===== src/rtl/crm_pkg.sv =====
package crm_pkg;
  // Length of the observation window in bus clock cycles (bus/16 limit)
  localparam int unsigned WIN_LEN      = 16;
  // Number of flops in each synchronizer chain
  localparam int unsigned SYNC_STAGES  = 2;

  function automatic int unsigned cnt_width(input int unsigned n);
    return (n <= 2) ? 1 : $clog2(n);
  endfunction
endpackage


===== src/rtl/crm_rst_sync.sv =====
module crm_rst_sync #(
  parameter int unsigned STAGES = 2
) (
  input  logic clk,
  input  logic arst_n,
  output logic rst_n_o
);
  logic [STAGES-1:0] chain_q;
  logic [STAGES-1:0] chain_d;

  always_comb begin
    chain_d = {chain_q[STAGES-2:0], 1'b1};
  end

  always_ff @(posedge clk or negedge arst_n) begin
    if (!arst_n) begin
      chain_q <= '0;
    end else begin
      chain_q <= chain_d;
    end
  end

  assign rst_n_o = chain_q[STAGES-1];
endmodule


===== src/rtl/crm_edge_sync.sv =====
module crm_edge_sync #(
  parameter int unsigned STAGES = 2
) (
  input  logic clk,
  input  logic rst_n,
  input  logic async_i,
  output logic rise_o
);
  logic [STAGES-1:0] sync_q;
  logic [STAGES-1:0] sync_d;
  logic              last_q;

  genvar gi;
  generate
    for (gi = 0; gi < STAGES; gi++) begin : g_stage
      if (gi == 0) begin : g_first
        always_comb sync_d[gi] = async_i;
      end else begin : g_next
        always_comb sync_d[gi] = sync_q[gi-1];
      end
    end
  endgenerate

  always_ff @(posedge clk or negedge rst_n) begin
    if (!rst_n) begin
      sync_q <= '0;
      last_q <= 1'b0;
    end else begin
      sync_q <= sync_d;
      last_q <= sync_q[STAGES-1];
    end
  end

  assign rise_o = sync_q[STAGES-1] & ~last_q;
endmodule


===== src/rtl/crm_window.sv =====
module crm_window #(
  parameter int unsigned WIN = 16
) (
  input  logic clk,
  input  logic rst_n,
  input  logic run_i,
  input  logic rise_i,
  output logic win_end_o,
  output logic quiet_o
);
  localparam int unsigned CW = crm_pkg::cnt_width(WIN);
  localparam logic [CW-1:0] LAST = CW'(WIN - 1);

  logic [CW-1:0] cnt_q, cnt_d;
  logic          seen_q, seen_d;
  logic          at_last;

  assign at_last = (cnt_q == LAST);

  always_comb begin
    cnt_d  = cnt_q;
    seen_d = seen_q;
    if (!run_i) begin
      cnt_d  = '0;
      seen_d = 1'b0;
    end else if (at_last) begin
      cnt_d  = '0;
      seen_d = 1'b0;
    end else begin
      cnt_d  = cnt_q + 1'b1;
      seen_d = seen_q | rise_i;
    end
  end

  always_ff @(posedge clk or negedge rst_n) begin
    if (!rst_n) begin
      cnt_q  <= '0;
      seen_q <= 1'b0;
    end else begin
      cnt_q  <= cnt_d;
      seen_q <= seen_d;
    end
  end

  assign win_end_o = run_i & at_last;
  assign quiet_o   = ~(seen_q | rise_i);
endmodule


===== src/rtl/crm_flags.sv =====
module crm_flags (
  input  logic clk,
  input  logic rst_n,
  input  logic run_i,
  input  logic win_end_i,
  input  logic quiet_i,
  input  logic clr_i,
  output logic live_o,
  output logic sticky_o
);
  logic live_q, live_d;
  logic sticky_q, sticky_d;
  logic set_evt;

  assign set_evt = run_i & win_end_i & quiet_i & ~live_q;

  always_comb begin
    live_d   = live_q;
    sticky_d = sticky_q;
    if (!run_i) begin
      live_d   = 1'b0;
      sticky_d = 1'b0;
    end else begin
      if (win_end_i) live_d = quiet_i;
      if (set_evt)     sticky_d = 1'b1;
      else if (clr_i)  sticky_d = 1'b0;
    end
  end

  always_ff @(posedge clk or negedge rst_n) begin
    if (!rst_n) begin
      live_q   <= 1'b0;
      sticky_q <= 1'b0;
    end else begin
      live_q   <= live_d;
      sticky_q <= sticky_d;
    end
  end

  assign live_o   = live_q;
  assign sticky_o = sticky_q;
endmodule


===== src/rtl/clk_ratio_monitor.sv =====
module clk_ratio_monitor #(
  parameter int unsigned WIN_LEN     = crm_pkg::WIN_LEN,
  parameter int unsigned SYNC_STAGES = crm_pkg::SYNC_STAGES
) (
  input  logic bus_clk,
  input  logic bus_rst_n,
  input  logic samp_clk,
  input  logic det_dis,
  input  logic irq_clr,
  output logic clk_err,
  output logic clk_err_irq
);
  logic rst_n_s;
  logic run;
  logic rise;
  logic win_end;
  logic quiet;

  assign run = ~det_dis;

  crm_rst_sync #(.STAGES(SYNC_STAGES)) u_rst (
    .clk     (bus_clk),
    .arst_n  (bus_rst_n),
    .rst_n_o (rst_n_s)
  );

  crm_edge_sync #(.STAGES(SYNC_STAGES)) u_edge (
    .clk     (bus_clk),
    .rst_n   (rst_n_s),
    .async_i (samp_clk),
    .rise_o  (rise)
  );

  crm_window #(.WIN(WIN_LEN)) u_win (
    .clk       (bus_clk),
    .rst_n     (rst_n_s),
    .run_i     (run),
    .rise_i    (rise),
    .win_end_o (win_end),
    .quiet_o   (quiet)
  );

  crm_flags u_flags (
    .clk       (bus_clk),
    .rst_n     (rst_n_s),
    .run_i     (run),
    .win_end_i (win_end),
    .quiet_i   (quiet),
    .clr_i     (irq_clr),
    .live_o    (clk_err),
    .sticky_o  (clk_err_irq)
  );
endmodule


===== config.mk =====
export PLATFORM = sky130hd
export DESIGN_NAME = clk_ratio_monitor
export DESIGN_NICKNAME = d
export VERILOG_FILES = /design/src/rtl/crm_pkg.sv /design/src/rtl/crm_rst_sync.sv /design/src/rtl/crm_edge_sync.sv /design/src/rtl/crm_window.sv /design/src/rtl/crm_flags.sv /design/src/rtl/clk_ratio_monitor.sv
export SDC_FILE = /design/constraint.sdc
export NUM_CORES = 1
export LEC_CHECK = 0
export ABC_AREA = 0
export CAP_MARGIN = 20
export CELL_PAD_IN_SITES_DETAIL_PLACEMENT = 1
export CELL_PAD_IN_SITES_GLOBAL_PLACEMENT = 1
export CORE_AREA = 2 2 39 41
export DETAILED_ROUTE_END_ITERATION = 10
export DIE_AREA = 0 0 41 43
export PLACE_DENSITY = 0.67
export SYNTH_ARGS = -nofsm -noshare
export SYNTH_HDL_FRONTEND = slang
export SYNTH_HIERARCHICAL = 1
export SYNTH_SLANG_ARGS = --single-unit

===== constraint.sdc =====
create_clock -name bus_clk -period 1.8 [get_ports bus_clk]
set_clock_uncertainty 0.15 [all_clocks]
set_input_delay 0.36 -clock bus_clk [delete_from_list [all_inputs] [get_ports bus_clk]]
set_output_delay 0.36 -clock bus_clk [all_outputs]
set_load 0.03 [all_outputs]

### After elaboration in Yosys (flattened, before gate mapping)

Cells that the tools add are included.

* flip-flop bits (word level): 12
* output and inout bits: 2

* add/subtract/negate cells: 1
* eq/ne operators: 1
* mux-type cells: 9
* bitwise operators: 10
* reduce and logical (&&, ||, !) cells: 2

Operators with widths (count)
* $mux 4: 2
* $mux 1: 7
* $and 1x1->1: 5
* $add 4x1->4 const B: 1
* $eq 4x4->1 const B: 1
* $not 1->1: 4
* $reduce_bool 3->1: 1
* $reduce_bool 2->1: 1
* $or 1x1->1: 1

### Longest topological paths before layout

* word-level depth: 8
* gate-level depth with buffers: 5

### Hierarchy

Netlist, hierarchy kept.

By module, submodules not included
* crm_window: instances 1, cells each 18, area an instance 231.5 um2, seq. area each 125.1 um2
* crm_edge_sync: instances 1, cells each 4, area an instance 88.8 um2, seq. area each 75.1 um2
* crm_flags: instances 1, cells each 7, area an instance 86.3 um2, seq. area each 50.0 um2
* crm_rst_sync: instances 1, cells each 3, area an instance 53.8 um2, seq. area each 50.0 um2
* clk_ratio_monitor: instances 1, cells each 1, area an instance 3.8 um2, seq. area each 0.0 um2

### Least setup slack after synthesis

Ideal clock, no wire load.

* path type: reg2reg
* start: register u_win.cnt_q[0]
* end: register u_flags.live_q, in the netlist u_flags/live_o
* data arrival time: 1.165 ns
* path slack: 0.364 ns
* cell stages (with the launch flop): 6
* path through: dfrtp_1 ha_1 and3_4 and2_1 mux2i_1 nor2b_1

* cells in the longest elaborated chain, start to end: 3

Ends and longest elaborated chain
* from (decl): line crm_window.sv:14 `logic [CW-1:0] cnt_q, cnt_d;`
* from (signal assigned): line crm_window.sv:40 `cnt_q <= cnt_d;`
* $eq 4x4->1: line crm_window.sv:18 `assign at_last = (cnt_q == LAST);`
* $and 1x1->1: line crm_window.sv:45 `assign win_end_o = run_i & at_last;`
* via win_end: line clk_ratio_monitor.sv:16 `logic win_end;`
* $reduce_bool 2->1 (no line)
* to (signal assigned): line crm_flags.sv:35 `live_q <= live_d;`
* to (decl): line crm_flags.sv:11 `logic live_q, live_d;`

The timed path passes the listed nets, and every way through them passes these cells.
A chain may end at the register's enable or synchronous reset.

### Worst setup path in the final report

Ends and elaborated chain as after synthesis.

==> results.txt <==
* First drt pass iteration count: 4
- Of the available clock period, the critical path in the final layout requires 0.868.
* Final Hold Fails: 0
- Final Net Count: 51
* Endpoint of the most critical setup path: u_flags/live_o
- The path class of the tightest hold or removal check is register to asynchronous set/reset pin.
- Initial antenna violation count: 0
- DRC violation total after the first TritonRoute iteration: 9
* Total Negative Setup Slacks: 0 ns
- Walking the worst path, the cells encountered are ha_1, and3_4, and2_1, mux2i_1, nor2b_1.
- Share of the core filled with cells in the final layout: 0.423
- Part of the power in the clock network: 0.384
- The share of synthesized area in the top cell type comes to 0.647.
- The first global-routing pass estimated 1250 um of wire.
* Part of the power in combinational logic: 0.060
* Insertion delay to the later sink of the worst-skew pair: 0.26 ns
- Reg2reg end: u_flags/live_o
- Detail Route Antenna Nets: 0
- FMAX: 0.640 GHz
* Pwr Total: 530 uW
- Fraction of layout cells with a size suffix above 1: 0.205
* Post-cts repair resize count: 2
- Initial Utilization: 0.335
- STA classifies the critical path endpoint as a register.
- GRT Resource Usage Total: 0.110
- Net count of the mapped netlist: 39
* Clock slew seen by the registers of the worst setup and hold paths: 0.07 ns
- Maximum ir drop on the vdd rail: 0.514 mV
* Syn avg cell area: 14.1 um^2
- Number of warnings reported in the yosys synthesis log: 6
- Sequential area share after synthesis: 0.647
- Crit Path Class: register to register
- Routed wire per std cell: 13.7 um
- Post-detailed-route DRC marker count: 0
- Ranking of synthesized cells by area: sky130_fd_sc_hd__dfrtp_1, sky130_fd_sc_hd__nor3b_2, sky130_fd_sc_hd__and2_1, sky130_fd_sc_hd__nor2b_4, sky130_fd_sc_hd__ha_1
- Max H-tree Level: 1
* Leakage: 0.288 nW
* Minimum clock period: 1.56 ns
- The number of pins with negative max-slew slack in the final report is 0.
* Synthesis-stage register bit count: 12
- Placement row count: 14
- Via density per instance: 4.93
- Number of max-cap violations: 0
* Synth Instances: 33
- The number of antenna diodes in the final layout is 0.
* TritonCTS clock tree: yes
* Largest net degree at the start of global routing: 11
* Combined buffer and inverter count along the critical path: 0
- Final non-filler cell area: 586 um^2
- TritonCTS created 3 clock buffers.
* Switching power total: 106 uW
- The congestion estimate from routability-driven global placement came to 0.692.
* Setup slack of the most critical reg-to-reg path: 0.24 ns
* Vias: 296
- From bottom edge to top edge, the die measures 43 um.
- The final layout contains routed wiring with a total length of 820 um.
- Internal power component: 424 uW
- Library cells used by synthesis: 18
- The worst register-to-register path has a depth of 5.
- Relative contribution of sequential cells to total power: 0.556
- Setup slack closes at 0.238 ns.
- Buffers placed on the I/O ports in this run total 6.
- In this run the clock root is driven by a sky130_fd_sc_hd__clkbuf_4.
* Largest area contributor in the netlist: sky130_fd_sc_hd__dfrtp_1
- Number of setup violations in the final report: 0
- Maximum net fanout on the critical path: 4
- For this run the aggregate overflow at the end of global routing stands at 0.
* Vias in the first global route: 307
* Worst-case clock buffer depth: 2
* First element of the critical path: u_win/cnt_q[0]
* Instance count on the critical path: 5
- The number of setup buffers added after CTS is 0.
- From synthesis to final layout, the design area changed by 26.1%.
- Core area: 1380 um^2
* Total die area: 1760 um^2
- Worst Path Arrival: 1.57 ns
* Width of the die: 41 um
* Net switching share of the total power: 0.200
- On the critical path, the stage with the largest delay is an instance of sky130_fd_sc_hd__dfrtp_1.
- Run status: complete, no violations
- Total placed instance area: 552 um^2
- Type of origin of the critical path: register
- Grouping stages by cell kind, the critical path spends the most delay in simple AND/OR/NAND/NOR gates.
- At the worst endpoint, the required time is 1.81 ns.
- In this run the power density over the cells is 906 nW/um^2.
- Slowest cell delay on critical path: 0.42 ns
- The clock drives 12 sinks.
- Worst setup slack after placement: 0.246 ns
- In this run the cell area of the synthesized design comes to 464 um^2.
- The worst register-to-register path begins at u_win/cnt_q[0].
* I/O Pins: 7
- Hold-fix buffers at CTS: 0
- Setup repair after global routing left no endpoint under its margin.
kinds of logic (layout without fill, tap and decap cells):
family	count (synthesis)	count (layout)	share of synthesized area
AOI/OAI and AO/OA	2	2	0.0350
xor gates and xnor gates	1	1	0.0189
adders and majority gates	1	1	0.0269
buffers and inverters	1	12	0.00808
DFF	12	12	0.647
muxes	1	1	0.0216
other	1	1	0.00808
and+or+nand+nor	14	14	0.235
registers in the layout, summed over array words and instances, names as in the netlist:
name              flops
u_flags/live_o        1
u_edge/last_q         1
u_rst/chain_q         2
u_win/seen_q          1
u_flags/sticky_o      1
u_win/cnt_q           4
u_edge/sync_q         2
layout make-up:
cell class	count	area [um^2]
Timing Repair Buffer	7	65.1
Sequential cell	12	300
Inverter	1	3.75
Tap cell	16	20.0
Fill cell	154	798
Multi-Input combinational cell	20	160
Clock buffer	4	36.3
synth_stat cells:
| library cell | count |
|---|---|
| sky130_fd_sc_hd__mux2i_1 | 1 |
| sky130_fd_sc_hd__and3_4 | 1 |
| sky130_fd_sc_hd__nor2_1 | 1 |
| sky130_fd_sc_hd__nand2_1 | 2 |
| sky130_fd_sc_hd__xor2_1 | 1 |
| sky130_fd_sc_hd__nand3b_1 | 1 |
| sky130_fd_sc_hd__dfrtp_1 | 12 |
| sky130_fd_sc_hd__nand4b_1 | 1 |
| sky130_fd_sc_hd__nor3b_2 | 2 |
| sky130_fd_sc_hd__ha_1 | 1 |
| sky130_fd_sc_hd__nor2b_1 | 1 |
| sky130_fd_sc_hd__o221a_1 | 1 |
| sky130_fd_sc_hd__and3_1 | 1 |
| sky130_fd_sc_hd__inv_1 | 1 |
| sky130_fd_sc_hd__a21oi_1 | 1 |
| sky130_fd_sc_hd__and2_1 | 3 |
| sky130_fd_sc_hd__conb_1 | 1 |
| sky130_fd_sc_hd__nor2b_4 | 1 |
power by group through the flow:
stage | clock network [mW] | logic [mW] | registers, mW
after floorplan | 0 | 0.0169 | 0.296
after global placement | 0 | 0.0294 | 0.298
after detailed placement | 0 | 0.0320 | 0.300
after CTS | 0.216 | 0.0324 | 0.295
after global routing | 0.225 | 0.0354 | 0.296
final | 0.204 | 0.0319 | 0.295
worst min-delay path by stage:
stage | end | cells after the start
floorplan | u_rst/chain_q[0] | 0
global placement | u_edge/sync_q[0] | 0
detailed placement | u_win/cnt_q[1] | 0
CTS | u_win/cnt_q[1] | 0
global route | u_win/cnt_q[0] | 0
finish | u_win/cnt_q[0] | 0
metrics by stage:
step / std cells / hold slack (ns)
floorplan: 33 / -0.0856
global placement: 56 / 0.00863
detailed placement: 56 / 0.0181
CTS: 60 / 0.0186
global route: 60 / 0.0283
finish: 60 / 0.00747
cell usage in the layout, fill, tap and decap left out, drive strengths merged:
master and count:
and3 2, ha 1, clkdlybuf4s50 4, mux2i 1
and2 3, nor3b 2, clkbuf 4, conb 1
inv 1, nand2 2, dlygate4sd2 2, o221a 1
dfrtp 12, xor2 1, buf 1, nor2 1
nor2b 2, nand3b 1, nand4b 1, a21oi 1
layer usage:
metal | part of all wire | vias up | GRT usage
li1 | - | 133 | -
met1 | 0.45 | 150 | 0.131
met2 | 0.48 | 11 | 0.159
met3 | 0.060 | 2 | 0.0314
met4 | 0.0085 | 0 | 0.0800
met5 | 0 | - | 0
worst reg2reg max path, stage by stage, from the launching register on:
cell	delay [ns]
sky130_fd_sc_hd__dfrtp_1	0.42
sky130_fd_sc_hd__ha_1	0.25
sky130_fd_sc_hd__and3_4	0.23
sky130_fd_sc_hd__and2_1	0.17
sky130_fd_sc_hd__mux2i_1	0.19
sky130_fd_sc_hd__nor2b_1	0.06
Power figures use the tool's default switching activity.
